**config.mk**
```make
export PLATFORM = sky130hd
export DESIGN_NAME = rtc_regblock
export DESIGN_NICKNAME = d
export VERILOG_FILES = /design/src/rtl/rtc_pkg.sv /design/src/rtl/rtc_calendar.sv /design/src/rtl/rtc_alarm.sv /design/src/rtl/rtc_periodic.sv /design/src/rtl/rtc_regblock.sv
export SDC_FILE = /design/constraint.sdc
export NUM_CORES = 1
export LEC_CHECK = 0
export BUFFER_PORTS_ARGS = -buffer_cell sky130_fd_sc_hd__buf_4
export CORE_AREA = 4 4 181 183
export DETAILED_ROUTE_END_ITERATION = 8
export DIE_AREA = 0 0 185 187
export SKIP_LAST_GASP = 1
export SYNTH_ARGS = -nofsm -noshare
export SYNTH_HDL_FRONTEND = slang
export SYNTH_HIERARCHICAL = 1
export SYNTH_SLANG_ARGS = --single-unit
```
**constraint.sdc**
```tcl
create_clock -name clk -period 2.7 [get_ports clk]
set_input_delay 0 -clock clk [delete_from_list [all_inputs] [get_ports clk]]
set_output_delay 0 -clock clk [all_outputs]
set_load 0.005 [all_outputs]
```
**src/rtl/rtc_pkg.sv**
```systemverilog
package rtc_pkg;

    // register addresses (time fields occupy ADR_SEC .. ADR_SEC+6 in order)
    localparam int ADR_SEC      = 0;
    localparam int NUM_TFIELDS  = 7;
    localparam int ADR_ALM      = 7;
    localparam int NUM_AFIELDS  = 3;
    localparam int ADR_CTRL     = 10;
    localparam int ADR_STAT     = 11;
    localparam int RAM_BASE     = 12;

    typedef struct packed {
        logic [5:0] sec;
        logic [5:0] min;
        logic [4:0] hour;
        logic [2:0] dow;
        logic [4:0] dom;
        logic [3:0] mon;
        logic [6:0] year;
    } rtc_time_t;

    typedef struct packed {
        logic [5:0] sec;
        logic [5:0] min;
        logic [4:0] hour;
    } rtc_tod_t;

    typedef enum logic [1:0] {
        PCODE_NONE = 2'd0,
        PCODE_SEC  = 2'd1,
        PCODE_MIN  = 2'd2,
        PCODE_HOUR = 2'd3
    } per_code_e;

    typedef enum logic {
        PER_IDLE = 1'b0,
        PER_RUN  = 1'b1
    } per_state_e;

    function automatic logic year_is_leap(input logic [6:0] yr);
        return (yr[1:0] == 2'b00);
    endfunction

    function automatic logic [4:0] days_in_month(input logic [3:0] mon, input logic [6:0] yr);
        logic [4:0] d;
        case (mon)
            4'd2:                       d = year_is_leap(yr) ? 5'd29 : 5'd28;
            4'd4, 4'd6, 4'd9, 4'd11:    d = 5'd30;
            default:                    d = 5'd31;
        endcase
        return d;
    endfunction

endpackage

```
**src/rtl/rtc_calendar.sv**
```systemverilog
module rtc_calendar
    import rtc_pkg::*;
(
    input  logic                   clk,
    input  logic                   rst_n,
    input  logic                   tick_i,
    input  logic [NUM_TFIELDS-1:0] wr_sel_i,
    input  logic [7:0]             wr_data_i,
    output rtc_time_t              time_o,
    output rtc_time_t              nxt_o,
    output logic                   step_o
);

    rtc_time_t cur_q;
    rtc_time_t nxt;
    logic      any_wr;

    assign any_wr = |wr_sel_i;
    assign step_o = tick_i && !any_wr;

    // carry chain for one tick
    always_comb begin
        logic c_min, c_hr, c_day, c_mon, c_yr;
        nxt   = cur_q;
        c_min = 1'b0;
        c_hr  = 1'b0;
        c_day = 1'b0;
        c_mon = 1'b0;
        c_yr  = 1'b0;

        if (cur_q.sec >= 6'd59) begin
            nxt.sec = 6'd0;
            c_min   = 1'b1;
        end else begin
            nxt.sec = cur_q.sec + 6'd1;
        end

        if (c_min) begin
            if (cur_q.min >= 6'd59) begin
                nxt.min = 6'd0;
                c_hr    = 1'b1;
            end else begin
                nxt.min = cur_q.min + 6'd1;
            end
        end

        if (c_hr) begin
            if (cur_q.hour >= 5'd23) begin
                nxt.hour = 5'd0;
                c_day    = 1'b1;
            end else begin
                nxt.hour = cur_q.hour + 5'd1;
            end
        end

        if (c_day) begin
            if (cur_q.dow >= 3'd7 || cur_q.dow == 3'd0) nxt.dow = 3'd1;
            else                                        nxt.dow = cur_q.dow + 3'd1;
            if (cur_q.dom >= days_in_month(cur_q.mon, cur_q.year)) begin
                nxt.dom = 5'd1;
                c_mon   = 1'b1;
            end else begin
                nxt.dom = cur_q.dom + 5'd1;
            end
        end

        if (c_mon) begin
            if (cur_q.mon >= 4'd12) begin
                nxt.mon = 4'd1;
                c_yr    = 1'b1;
            end else begin
                nxt.mon = cur_q.mon + 4'd1;
            end
        end

        if (c_yr) begin
            if (cur_q.year >= 7'd99) nxt.year = 7'd0;
            else                     nxt.year = cur_q.year + 7'd1;
        end
    end

    always_ff @(posedge clk or negedge rst_n) begin
        if (!rst_n) begin
            cur_q <= '{sec: 6'd0, min: 6'd0, hour: 5'd0, dow: 3'd1,
                       dom: 5'd1, mon: 4'd1, year: 7'd0};
        end else if (any_wr) begin
            if (wr_sel_i[0]) cur_q.sec  <= wr_data_i[5:0];
            if (wr_sel_i[1]) cur_q.min  <= wr_data_i[5:0];
            if (wr_sel_i[2]) cur_q.hour <= wr_data_i[4:0];
            if (wr_sel_i[3]) cur_q.dow  <= wr_data_i[2:0];
            if (wr_sel_i[4]) cur_q.dom  <= wr_data_i[4:0];
            if (wr_sel_i[5]) cur_q.mon  <= wr_data_i[3:0];
            if (wr_sel_i[6]) cur_q.year <= wr_data_i[6:0];
        end else if (tick_i) begin
            cur_q <= nxt;
        end
    end

    assign time_o = cur_q;
    assign nxt_o  = nxt;


    sec_range_chk: assert property (@(posedge clk) disable iff (!rst_n)
        step_o |=> (cur_q.sec < 6'd60));


    sec_write_wins_chk: assert property (@(posedge clk) disable iff (!rst_n)
        wr_sel_i[0] |=> (cur_q.sec == $past(wr_data_i[5:0])));


    idle_hold_chk: assert property (@(posedge clk) disable iff (!rst_n)
        (!tick_i && !any_wr) |=> $stable(cur_q));


    dom_nonzero_chk: assert property (@(posedge clk) disable iff (!rst_n)
        (step_o && cur_q.dom != 5'd0) |=> (cur_q.dom != 5'd0));

endmodule

```
**src/rtl/rtc_alarm.sv**
```systemverilog
module rtc_alarm
    import rtc_pkg::*;
(
    input  logic                   clk,
    input  logic                   rst_n,
    input  logic [NUM_AFIELDS-1:0] wr_sel_i,
    input  logic [7:0]             wr_data_i,
    input  logic                   step_i,
    input  rtc_time_t              nxt_i,
    input  logic                   en_i,
    input  logic                   clr_i,
    output rtc_tod_t               alm_o,
    output logic                   flag_o
);

    rtc_tod_t alm_q;
    logic     flag_q;
    logic     hit;

    assign hit = step_i && en_i &&
                 (nxt_i.sec  == alm_q.sec)  &&
                 (nxt_i.min  == alm_q.min)  &&
                 (nxt_i.hour == alm_q.hour);

    always_ff @(posedge clk or negedge rst_n) begin
        if (!rst_n) begin
            alm_q  <= '0;
            flag_q <= 1'b0;
        end else begin
            if (wr_sel_i[0]) alm_q.sec  <= wr_data_i[5:0];
            if (wr_sel_i[1]) alm_q.min  <= wr_data_i[5:0];
            if (wr_sel_i[2]) alm_q.hour <= wr_data_i[4:0];
            if (hit)         flag_q <= 1'b1;
            else if (clr_i)  flag_q <= 1'b0;
        end
    end

    assign alm_o  = alm_q;
    assign flag_o = flag_q;


    alarm_cause_chk: assert property (@(posedge clk) disable iff (!rst_n)
        $rose(flag_q) |-> $past(step_i && en_i));


    alarm_clear_chk: assert property (@(posedge clk) disable iff (!rst_n)
        (clr_i && !step_i) |=> !flag_q);

endmodule

```
**src/rtl/rtc_periodic.sv**
```systemverilog
module rtc_periodic
    import rtc_pkg::*;
#(
    parameter int TICKS_PER_MIN  = 60,
    parameter int TICKS_PER_HOUR = 3600
) (
    input  logic      clk,
    input  logic      rst_n,
    input  logic      tick_i,
    input  logic      restart_i,
    input  logic [1:0] code_i,
    input  logic      clr_i,
    output per_code_e code_o,
    output logic      flag_o
);

    localparam int CNT_W = $clog2(TICKS_PER_HOUR + 1);
    localparam logic [CNT_W-1:0] LAST_SEC  = '0;
    localparam logic [CNT_W-1:0] LAST_MIN  = CNT_W'(TICKS_PER_MIN - 1);
    localparam logic [CNT_W-1:0] LAST_HOUR = CNT_W'(TICKS_PER_HOUR - 1);

    per_state_e       state_q, state_d;
    per_code_e        code_q;
    logic [CNT_W-1:0] cnt_q, cnt_d;
    logic [CNT_W-1:0] last_cnt;
    logic             fire;
    logic             flag_q;

    always_comb begin
        unique case (code_q)
            PCODE_SEC:  last_cnt = LAST_SEC;
            PCODE_MIN:  last_cnt = LAST_MIN;
            PCODE_HOUR: last_cnt = LAST_HOUR;
            default:    last_cnt = LAST_SEC;
        endcase
    end

    // state register
    always_ff @(posedge clk or negedge rst_n) begin
        if (!rst_n) begin
            state_q <= PER_IDLE;
            code_q  <= PCODE_NONE;
            cnt_q   <= '0;
            flag_q  <= 1'b0;
        end else begin
            state_q <= state_d;
            cnt_q   <= cnt_d;
            if (restart_i) code_q <= per_code_e'(code_i);
            if (fire)       flag_q <= 1'b1;
            else if (clr_i) flag_q <= 1'b0;
        end
    end

    // next state and outputs
    always_comb begin
        state_d = state_q;
        cnt_d   = cnt_q;
        fire    = 1'b0;
        unique case (state_q)
            PER_IDLE: begin
                cnt_d = '0;
            end
            PER_RUN: begin
                if (tick_i) begin
                    if (cnt_q >= last_cnt) begin
                        cnt_d = '0;
                        fire  = 1'b1;
                    end else begin
                        cnt_d = cnt_q + 1'b1;
                    end
                end
            end
            default: state_d = PER_IDLE;
        endcase
        if (restart_i) begin
            state_d = (code_i == 2'd0) ? PER_IDLE : PER_RUN;
            cnt_d   = '0;
            fire    = 1'b0;
        end
    end

    assign code_o = code_q;
    assign flag_o = flag_q;


    per_cause_chk: assert property (@(posedge clk) disable iff (!rst_n)
        $rose(flag_q) |-> $past(tick_i && state_q == PER_RUN));


    per_idle_quiet_chk: assert property (@(posedge clk) disable iff (!rst_n)
        (state_q == PER_IDLE) |=> !$rose(flag_q));


    per_cnt_bound_chk: assert property (@(posedge clk) disable iff (!rst_n)
        cnt_q <= LAST_HOUR);


    per_clear_chk: assert property (@(posedge clk) disable iff (!rst_n)
        (clr_i && !tick_i) |=> !flag_q);

endmodule

```
**src/rtl/rtc_regblock.sv**
```systemverilog
module rtc_regblock
    import rtc_pkg::*;
#(
    parameter int ADDR_W         = 5,
    parameter int TICKS_PER_MIN  = 60,
    parameter int TICKS_PER_HOUR = 3600
) (
    input  logic              clk,
    input  logic              rst_n,
    input  logic              tick_i,
    input  logic              bus_sel_i,
    input  logic              bus_we_i,
    input  logic [ADDR_W-1:0] bus_addr_i,
    input  logic [7:0]        bus_wdata_i,
    output logic [7:0]        bus_rdata_o,
    output logic              irq_o
);

    localparam int RAM_DEPTH = (1 << ADDR_W) - RAM_BASE;

    logic                   wr, rd;
    logic [NUM_TFIELDS-1:0] tw_sel;
    logic [NUM_AFIELDS-1:0] aw_sel;
    logic                   ctrl_wr, stat_wr;
    logic                   alm_en_q;
    rtc_time_t              cal_time, cal_nxt;
    logic                   cal_step;
    rtc_tod_t               alm_regs;
    logic                   alm_flag, per_flag;
    per_code_e              per_code;
    logic [7:0]             ram_q [RAM_DEPTH];
    logic [7:0]             rd_d;
    logic [7:0]             rdata_q;

    assign wr      = bus_sel_i && bus_we_i;
    assign rd      = bus_sel_i && !bus_we_i;
    assign ctrl_wr = wr && (bus_addr_i == ADDR_W'(ADR_CTRL));
    assign stat_wr = wr && (bus_addr_i == ADDR_W'(ADR_STAT));

    for (genvar g = 0; g < NUM_TFIELDS; g++) begin : g_tsel
        assign tw_sel[g] = wr && (bus_addr_i == ADDR_W'(ADR_SEC + g));
    end
    for (genvar g = 0; g < NUM_AFIELDS; g++) begin : g_asel
        assign aw_sel[g] = wr && (bus_addr_i == ADDR_W'(ADR_ALM + g));
    end

    rtc_calendar u_cal (
        .clk       (clk),
        .rst_n     (rst_n),
        .tick_i    (tick_i),
        .wr_sel_i  (tw_sel),
        .wr_data_i (bus_wdata_i),
        .time_o    (cal_time),
        .nxt_o     (cal_nxt),
        .step_o    (cal_step)
    );

    rtc_alarm u_alm (
        .clk       (clk),
        .rst_n     (rst_n),
        .wr_sel_i  (aw_sel),
        .wr_data_i (bus_wdata_i),
        .step_i    (cal_step),
        .nxt_i     (cal_nxt),
        .en_i      (alm_en_q),
        .clr_i     (stat_wr && bus_wdata_i[0]),
        .alm_o     (alm_regs),
        .flag_o    (alm_flag)
    );

    rtc_periodic #(
        .TICKS_PER_MIN  (TICKS_PER_MIN),
        .TICKS_PER_HOUR (TICKS_PER_HOUR)
    ) u_per (
        .clk       (clk),
        .rst_n     (rst_n),
        .tick_i    (tick_i),
        .restart_i (ctrl_wr),
        .code_i    (bus_wdata_i[1:0]),
        .clr_i     (stat_wr && bus_wdata_i[1]),
        .code_o    (per_code),
        .flag_o    (per_flag)
    );

    always_ff @(posedge clk or negedge rst_n) begin
        if (!rst_n) alm_en_q <= 1'b0;
        else if (ctrl_wr) alm_en_q <= bus_wdata_i[2];
    end

    always_ff @(posedge clk or negedge rst_n) begin
        if (!rst_n) begin
            for (int i = 0; i < RAM_DEPTH; i++) ram_q[i] <= '0;
        end else if (wr) begin
            for (int i = 0; i < RAM_DEPTH; i++)
                if (bus_addr_i == ADDR_W'(RAM_BASE + i)) ram_q[i] <= bus_wdata_i;
        end
    end

    always_comb begin
        rd_d = '0;
        case (bus_addr_i)
            ADDR_W'(ADR_SEC + 0): rd_d = {2'b0, cal_time.sec};
            ADDR_W'(ADR_SEC + 1): rd_d = {2'b0, cal_time.min};
            ADDR_W'(ADR_SEC + 2): rd_d = {3'b0, cal_time.hour};
            ADDR_W'(ADR_SEC + 3): rd_d = {5'b0, cal_time.dow};
            ADDR_W'(ADR_SEC + 4): rd_d = {3'b0, cal_time.dom};
            ADDR_W'(ADR_SEC + 5): rd_d = {4'b0, cal_time.mon};
            ADDR_W'(ADR_SEC + 6): rd_d = {1'b0, cal_time.year};
            ADDR_W'(ADR_ALM + 0): rd_d = {2'b0, alm_regs.sec};
            ADDR_W'(ADR_ALM + 1): rd_d = {2'b0, alm_regs.min};
            ADDR_W'(ADR_ALM + 2): rd_d = {3'b0, alm_regs.hour};
            ADDR_W'(ADR_CTRL):    rd_d = {5'b0, alm_en_q, per_code};
            ADDR_W'(ADR_STAT):    rd_d = {6'b0, per_flag, alm_flag};
            default: begin
                for (int i = 0; i < RAM_DEPTH; i++)
                    if (bus_addr_i == ADDR_W'(RAM_BASE + i)) rd_d = ram_q[i];
            end
        endcase
    end

    always_ff @(posedge clk or negedge rst_n) begin
        if (!rst_n) rdata_q <= '0;
        else if (rd) rdata_q <= rd_d;
    end

    assign bus_rdata_o = rdata_q;
    assign irq_o       = alm_flag | per_flag;


    read_latency_chk: assert property (@(posedge clk) disable iff (!rst_n)
        (rd && bus_addr_i == ADDR_W'(ADR_SEC)) |=> (bus_rdata_o == {2'b0, $past(cal_time.sec)}));


    rdata_hold_chk: assert property (@(posedge clk) disable iff (!rst_n)
        !rd |=> $stable(bus_rdata_o));


    ram_write_chk: assert property (@(posedge clk) disable iff (!rst_n)
        (wr && bus_addr_i == ADDR_W'(RAM_BASE)) |=> (ram_q[0] == $past(bus_wdata_i)));

endmodule

```
==> flow_summary.toml, run 1 <==
[sta]
slew_viol_final = 0
hold_viol_final = 0
period_needed_ns = 2.59
clock.fmax_mhz = 386
setup_tns_ns = 0
fin_hold_ws_ns = 0.0637
worst_pin_slew_ns = 0.849
setup_viol = 0
clock-skew-final_ns = 0.0173
relSlewSlack_pct = 43.0
fin_crit_sh_pct = 95.9

[drt]
first_pass_iters = 5
drt-total-wl_um = 45800
drt_iter0_markers = 984
routed_via_density = 6.32
drc_errors = 0
antenna_left = 0
via_count = 11600
wl_per_cell_um = 24.9

[logic_synthesis]
syn_avg_cell_area_um2 = 10.2
synthCells = 1344
syn-cell-area_um2 = 13700
ys_warn_count = 6
synth_nets = 1387

[finish]
fillerInstances = 2859
drive_gt1_share_pct = 27.2
seq_area_um2 = 5980
final_common_cell = "dfrtp_1"
multi_input_area_um2 = 7200
nNetsFinal = 1460
diodes = 0
areaGrowthSynthToFinish_pct = 16.5
layout_common_cells = "dfrtp_1, mux2_2, buf_4"

[clock_network]
clkSinkCount = 239
cts_max_level = 1
clock_latency_ns = 0.56
cts_tree = "yes"
root_buffer = "clkbuf_16"
cts_buffers = 28
ctsLongestPathBuffers = 3
clk_pin_slew_ns = 0.06

[floorplanning]
ios = 27
fp.dieH_um = 187
core_region_area_um2 = 31200
rows = 65
start_util_pct = 43.8
die-area_um2 = 34600
die_w_um = 185

[placed_design]
routabilityCongestion = 0.952
hpwl_um = 32100
portBuffers = 26

[power_and_ir_drop]
p_per_area_nw_per_um2 = 721
p_leak_uw = 0.00710
p_total_uw = 11500
ir_drop_mv = 0.503

[global_route]
grt.overflow.total = 0
grt_pass1_vias = 11600
grt_max_degree = 83
grt_pass1_wl_um = 70300
antenna_found_initial = 0
grt_usage_pct = 25.8

[worst_setup_path]
critPathTopFamily = "compound AO/OA/AOI/OAI gates"
crit_fanout = 5
arrival_ns = 3.02
timing.rr.start = "u_cal/time_o[7]"
r2r_cells = 12
critical_path_class = "reg -> reg"
crit_required_ns = 3.13
crit_path_cell_trace = "inv_1, ha_1, o21ai_1, o21ai_0, o21ai_1, ha_1, nand2b_1, a21o_1, and4_4, buf_4, a41oi_1, o22ai_1"
end_kind = "register"
slowest_stage = "dfstp_2"
regToRegSetupSlack_ns = 0.11
timing.rr.end = "u_cal/time_o[2]"
critPathMaxStageDelay_ns = 0.56
path_buf_inv = 2
setup.worst_path.start_class = "register"

[hold_path]
hold_path.class = "in -> async"

[flow_run]
cap_violations = 0

[outcome]
status = "complete, no violations"
-- registers in the layout (all words and copies together), names as in the netlist --
name           flops
u_cal/time_o      36
u_per/flag_o       1
alm_en_q           1
u_per/code_o       2
u_alm/alm_o       17
bus_rdata_o        8
u_per/cnt_q       12
ram_q            160
u_alm/flag_o       1
u_per/state_q      1
-- repair_timing --
item	CTS	global route
buffers inserted	0	2
endpoints found under the setup margin	0	8
resized for setup	0	10
hold buffers	12	0
endpoints found under the hold margin	283	0
-- how the worst max path moves through the flow --
stage                     cells after the start  slack, ns               end              from
after floorplan                              13       0.17  u_cal/time_o[13]         bus_sel_i
after global placement                       13       0.13   u_cal/time_o[2]   u_cal/time_o[7]
after detailed placement                     12       0.11   u_cal/time_o[2]   u_cal/time_o[7]
after CTS                                    13       0.08   u_cal/time_o[3]   u_cal/time_o[7]
after global routing                          9     -0.002      u_alm/flag_o  u_cal/time_o[31]
final                                        12       0.11   u_cal/time_o[2]   u_cal/time_o[7]
-- per-layer routing --
metal  routed length, um  GRT usage [%]
met1               19800           36.6
met2               21400           41.4
met3                3060           3.11
met4                1620           8.10
met5                   0              0
-- per-stage QoR --
step	util (%)	setup WS [ns]	cells	instance area (um^2)
finish	51.0	0.110	1841	15900
global route	51.0	-0.00248	1841	15900
CTS	50.9	0.0798	1839	15900
detailed placement	47.2	0.108	1775	14700
global placement	47.2	0.133	1775	14700
floorplan	-	0.173	1344	13700
-- area by class of cell --
type                    count  area share (%)
clock inverters            14            1.31
well taps                 402            3.16
inverters                  29           0.683
flip-flops and latches    239            37.6
repair buffers            133            6.90
multi-input cells         986            45.2
clock buffers              38            5.14
-- report_power, final --
group | switching [uW] | total [uW] | internal (uW)
clock | 1590 | 4190 | 2590
combinational | 1410 | 2550 | 1140
sequential | 598 | 4740 | 4140
Note: power is estimated with default switching activity, not from simulation.
==> run 2: changes to the inputs <==
CORE_AREA = 2 2 158 160   (was 4 4 181 183)
DIE_AREA = 0 0 160 162   (was 0 0 185 187)
PLACE_DENSITY = 0.77   (was unset)
==> flow_summary.toml, run 2 (synthesis gave the netlist of run 1 again) <==
[drt]
antenna_left = 0
routed_via_density = 6.92
via_count = 12100
wl_per_cell_um = 25.5
drc_errors = 0
drt-total-wl_um = 44600
first_pass_iters = 6
drt_iter0_markers = 1673

[power_and_ir_drop]
internal_power_uw = 7440
combinationalPowerShare_pct = 22.4
netSwitchingPower_uw = 3540
p_sw_share_pct = 32.3
p_per_area_nw_per_um2 = 705
ir_drop_mv = 0.677
clock_power_share_pct = 34.0
power_frac_seq_pct = 43.6
p_leak_uw = 0.00696

[global_route]
met3_usage_pct = 8.91
grt_util_met1_pct = 48.0
grt_max_degree = 85
grt_pass1_wl_um = 69100
grt_pass1_vias = 11600
grt.overflow.total = 0
antenna_found_initial = 0
grt_usage_pct = 34.2
grt_use_met2_pct = 52.0
globalRoute.busiestLayer = "met2"

[worst_setup_path]
timing.rr.end = "u_alm/flag_o"
crit_path_cell_trace = "ha_1, o2111a_1, nand2_1, buf_4, o31ai_1, xor2_1, nor4_1, nand4_1, o22ai_2"
critPathTopFamily = "compound AO/OA/AOI/OAI gates"
r2r_cells = 9
critPathMaxStageDelay_ns = 0.45
arrival_ns = 3.10
crit_fanout = 7
crit_required_ns = 3.17
critical_path_class = "reg -> reg"
slowest_stage = "dfrtp_1"
cp-startpoint = "u_cal/time_o[31]"
regToRegSetupSlack_ns = 0.07
timing.rr.start = "u_cal/time_o[31]"
setup.worst_path.start_class = "register"
crit_path_end = "u_alm/flag_o"
end_kind = "register"
cp.depth = 9
path_buf_inv = 1

[sta]
clock-skew-final_ns = 0.0161
hold_viol_final = 0
worst_pin_slew_ns = 0.814
period_needed_ns = 2.63
setup_viol = 0
fin_hold_ws_ns = 0.0319
fin_crit_sh_pct = 97.4
clock.fmax_mhz = 380
relSlewSlack_pct = 45.5
slew_viol_final = 0

[finish]
drive_gt1_share_pct = 26.4
utilization_pct = 64.6
layout_common_cells = "dfrtp_1, mux2_2, nor2_1"
regMostFlops = "ram_q"
diodes = 0
final_common_cell = "dfrtp_1"
nNetsFinal = 1445
areaGrowthSynthToFinish_pct = 13.9
largest_reg_flops = 160
fillerInstances = 1915
final_cells = 1746

[clock_network]
root_buffer = "clkbuf_16"
cts_max_level = 1
cts_buffers = 26
cts_tree = "yes"
clock_latency_ns = 0.55
clkSinkCount = 239
clk_pin_slew_ns = 0.07
ctsLongestPathBuffers = 3

[placed_design]
hpwl_um = 30100
portBuffers = 26
routabilityCongestion = 0.981
dp_cells = 1685

[floorplanning]
fp.dieH_um = 162
rows = 57
start_util_pct = 56.7
core_region_area_um2 = 24100
die-area_um2 = 25900
die_w_um = 160
ios = 27

[outcome]
status = "complete, no violations"

[flow_run]
cap_violations = 0

[hold_path]
hold_path.class = "in -> reg"
run 2: what timing repair did:
action                                 in CTS  in global routing
setup endpoints to repair                   2                 13
setup buffers                               0                  4
pin swaps                                   0                  3
hold buffers                                9                  0
gates resized for setup                     1                  8
endpoints found under the hold margin     179                  0
run 2: per-layer routing:
metal | share of wire, % | wire length, um
met4 | 3.9 | 1750
met3 | 12 | 5550
met2 | 44 | 19500
met1 | 40 | 17700
met5 | 0 | 0
run 2: worst min-delay path by stage:
stage / cells after the start / slack [ns] / from / endpoint
2_1_floorplan: 0 / -0.30 / rst_n / alm_en_q
3_3_place_gp: 1 / 0.06 / rst_n / u_per/cnt_q[4]
3_5_place_dp: 1 / 0.05 / rst_n / u_per/cnt_q[3]
4_1_cts: 5 / 0.009 / bus_we_i / bus_rdata_o[6]
5_1_grt: 5 / 0.04 / bus_we_i / bus_rdata_o[5]
6_report: 5 / 0.03 / bus_we_i / bus_rdata_o[6]
run 2: worst reg2reg max path: stages, from the launching register on:
cell and delay [ns]:
dfrtp_1 0.45, ha_1 0.33, o2111a_1 0.28, nand2_1 0.12, buf_4 0.19, o31ai_1 0.43
xor2_1 0.14, nor4_1 0.32, nand4_1 0.19, o22ai_2 0.11
run 2: area by class of cell:
cell class / instances / area (um^2) / area share, %
Timing Repair Buffer: 120 / 981 / 6.30
Multi-Input combinational cell: 986 / 7200 / 46.2
Clock inverter: 9 / 109 / 0.699
Sequential cell: 239 / 5980 / 38.4
Inverter: 29 / 109 / 0.699
Tap cell: 324 / 405 / 2.60
Clock buffer: 39 / 790 / 5.07
run 2: power groups by stage:
stage / logic [uW] / clock network, uW / registers, uW
5_1_grt: 2660 / 3910 / 4850
4_1_cts: 2380 / 3750 / 4750
3_3_place_gp: 2270 / 0 / 4780
6_report: 2460 / 3740 / 4780
3_5_place_dp: 2350 / 0 / 4810
2_1_floorplan: 1720 / 0 / 4540
run 2: through the flow:
stage | power, uW | worst slack (ns) | setup TNS, ns | area (um^2)
floorplan | 6260 | 0.173 | 0 | 13700
global placement | 7060 | 0.0482 | 0 | 14500
detailed placement | 7150 | 0.0150 | 0 | 14500
CTS | 10900 | 0.0296 | 0 | 15500
global route | 11400 | -0.00114 | -0.00114 | 15600
finish | 11000 | 0.0713 | 0 | 15600
==> run 3: changes to the inputs <==
CTS_CLUSTER_DIAMETER = 120   (was unset)
PLACE_DENSITY = unset   (was 0.77)
PLACE_DENSITY_LB_ADDON = 0.3   (was unset)
==> flow_summary.toml, run 3 (synthesis gave the netlist of run 1 again) <==
[outcome]
status = "complete, no violations"

[drt]
antenna_left = 0
wl_per_cell_um = 25.5
drc_errors = 0
first_pass_iters = 6
routed_via_density = 6.84
drt_iter0_markers = 1826
via_count = 12000
drt-total-wl_um = 44800

[finish]
multi_input_area_um2 = 7210
largest_reg_flops = 160
regMostFlops = "ram_q"
nNetsFinal = 1455
layout_common_cells = "dfrtp_1, mux2_2, buf_4"
utilization_pct = 65.3
fillerInstances = 1949
final_cells = 1753
drive_gt1_share_pct = 26.9
diodes = 0
seq_area_um2 = 5980
areaGrowthSynthToFinish_pct = 15.2
final_common_cell = "dfrtp_1"

[global_route]
grt_pass1_vias = 11700
antenna_found_initial = 0
grt_max_degree = 74
grt_pass1_wl_um = 69400
grt_usage_pct = 34.6
grt.overflow.total = 0

[sta]
fin_hold_ws_ns = 0.0298
relSlewSlack_pct = 44.9
clock.fmax_mhz = 384
hold_viol_final = 0
worst_pin_slew_ns = 0.824
fin_crit_sh_pct = 96.4
period_needed_ns = 2.60
slew_viol_final = 0
setup_tns_ns = 0
setup_viol = 0
rsz0062_at_grt = "true"
clock-skew-final_ns = 0.0137

[worst_setup_path]
crit_fanout = 5
cp.depth = 12
arrival_ns = 3.03
critPathMaxStageDelay_ns = 0.53
crit_required_ns = 3.13
r2r_cells = 12
setup.worst_path.start_class = "register"
end_kind = "register"
critical_path_class = "reg -> reg"
slowest_stage = "dfstp_2"
crit_path_cell_trace = "inv_2, ha_1, o21ai_0, o21ai_1, o21ai_1, ha_1, nand2b_1, a21o_1, and4_4, buf_4, a41oi_1, o22ai_1"
critPathTopFamily = "compound AO/OA/AOI/OAI gates"
path_buf_inv = 2

[placed_design]
dp_cells = 1696
routabilityCongestion = 0.978
hpwl_um = 30400
portBuffers = 26

[floorplanning]
die_w_um = 160
fp.dieH_um = 162
ios = 27
core_region_area_um2 = 24100
die-area_um2 = 25900
rows = 57
start_util_pct = 56.7

[power_and_ir_drop]
p_leak_uw = 0.00704
ir_drop_mv = 0.531
p_total_uw = 11300
p_per_area_nw_per_um2 = 717

[clock_network]
root_buffer = "clkbuf_16"
clk_pin_slew_ns = 0.06
clock_latency_ns = 0.55
clkSinkCount = 239
ctsLongestPathBuffers = 3
cts_buffers = 27
cts_tree = "yes"
cts_max_level = 1

[hold_path]
hold_path.class = "in -> async"

[flow_run]
cap_violations = 0
[run 3: changes by cell type in the layout (fill, tap and decap cells not counted), sizes merged]
cell / delta
clkbuf: -11
buf: +8
bufinv: +5
clkinvlp: +2
clkinv: +1
dlygate4sd3: +1
inv: +1
[run 3: layout make-up]
class,instances,area share (%)
clock buffer,28,4.31
inverter,29,0.691
timing repair buffer,129,6.91
tap,324,2.57
multi-input combinational,986,45.8
sequential,239,38.0
clock inverter,18,1.76
[run 3: final timing paths]
path,endpoint,slack [ns],startpoint
hold reg to reg,ram_q[126],0.50,ram_q[126]
hold / removal,u_per/cnt_q[9],0.03,rst_n
setup / recovery,u_cal/time_o[2],0.1,u_cal/time_o[7]
max in group asynchronous,ram_q[80],1.71,rst_n
setup reg to reg,u_cal/time_o[2],0.1,u_cal/time_o[7]
min in group clk,u_cal/time_o[35],0.03,bus_wdata_i[5]
[run 3: what timing repair did]
item                                    in CTS  in global routing
setup buffers                                0                  1
endpoints found under the setup margin       3                 13
pin swaps                                    0                  2
hold buffers                                10                  0
endpoints found under the hold margin      243                  0
resized for setup                            2                  9
[run 3: per-layer routing]
layer | track usage, % | wire [um]
met3 | 8.30 | 5080
met2 | 52.5 | 19700
met5 | 0 | 0
met1 | 49.0 | 18400
met4 | 11.7 | 1550
[run 3: worst register-to-register path, delay by kind of cell (launching register included)]
| kind | cells | cell delay, ns |
|---|---|---|
| flip-flops | 1 | 0.53 |
| AND/OR/NAND/NOR | 2 | 0.35 |
| buffers and inverters | 2 | 0.21 |
| AO/OA/AOI/OAI | 6 | 0.93 |
| adder cells (fa/ha/maj) | 2 | 0.47 |
[run 3: metrics by stage]
step	instance area [um^2]	setup slack [ns]
5_1_grt	15800	-0.0458
2_1_floorplan	13700	0.173
3_3_place_gp	14700	0.0890
6_report	15800	0.0971
4_1_cts	15700	0.0161
3_5_place_dp	14700	0.000450
[run 3: where the power goes]
part	leakage [uW]	internal [uW]	total, uW	switching, uW
combinational	0.00348	1100	2470	1370
sequential	0.00309	4140	4800	659
clock	0.000465	2490	4020	1530
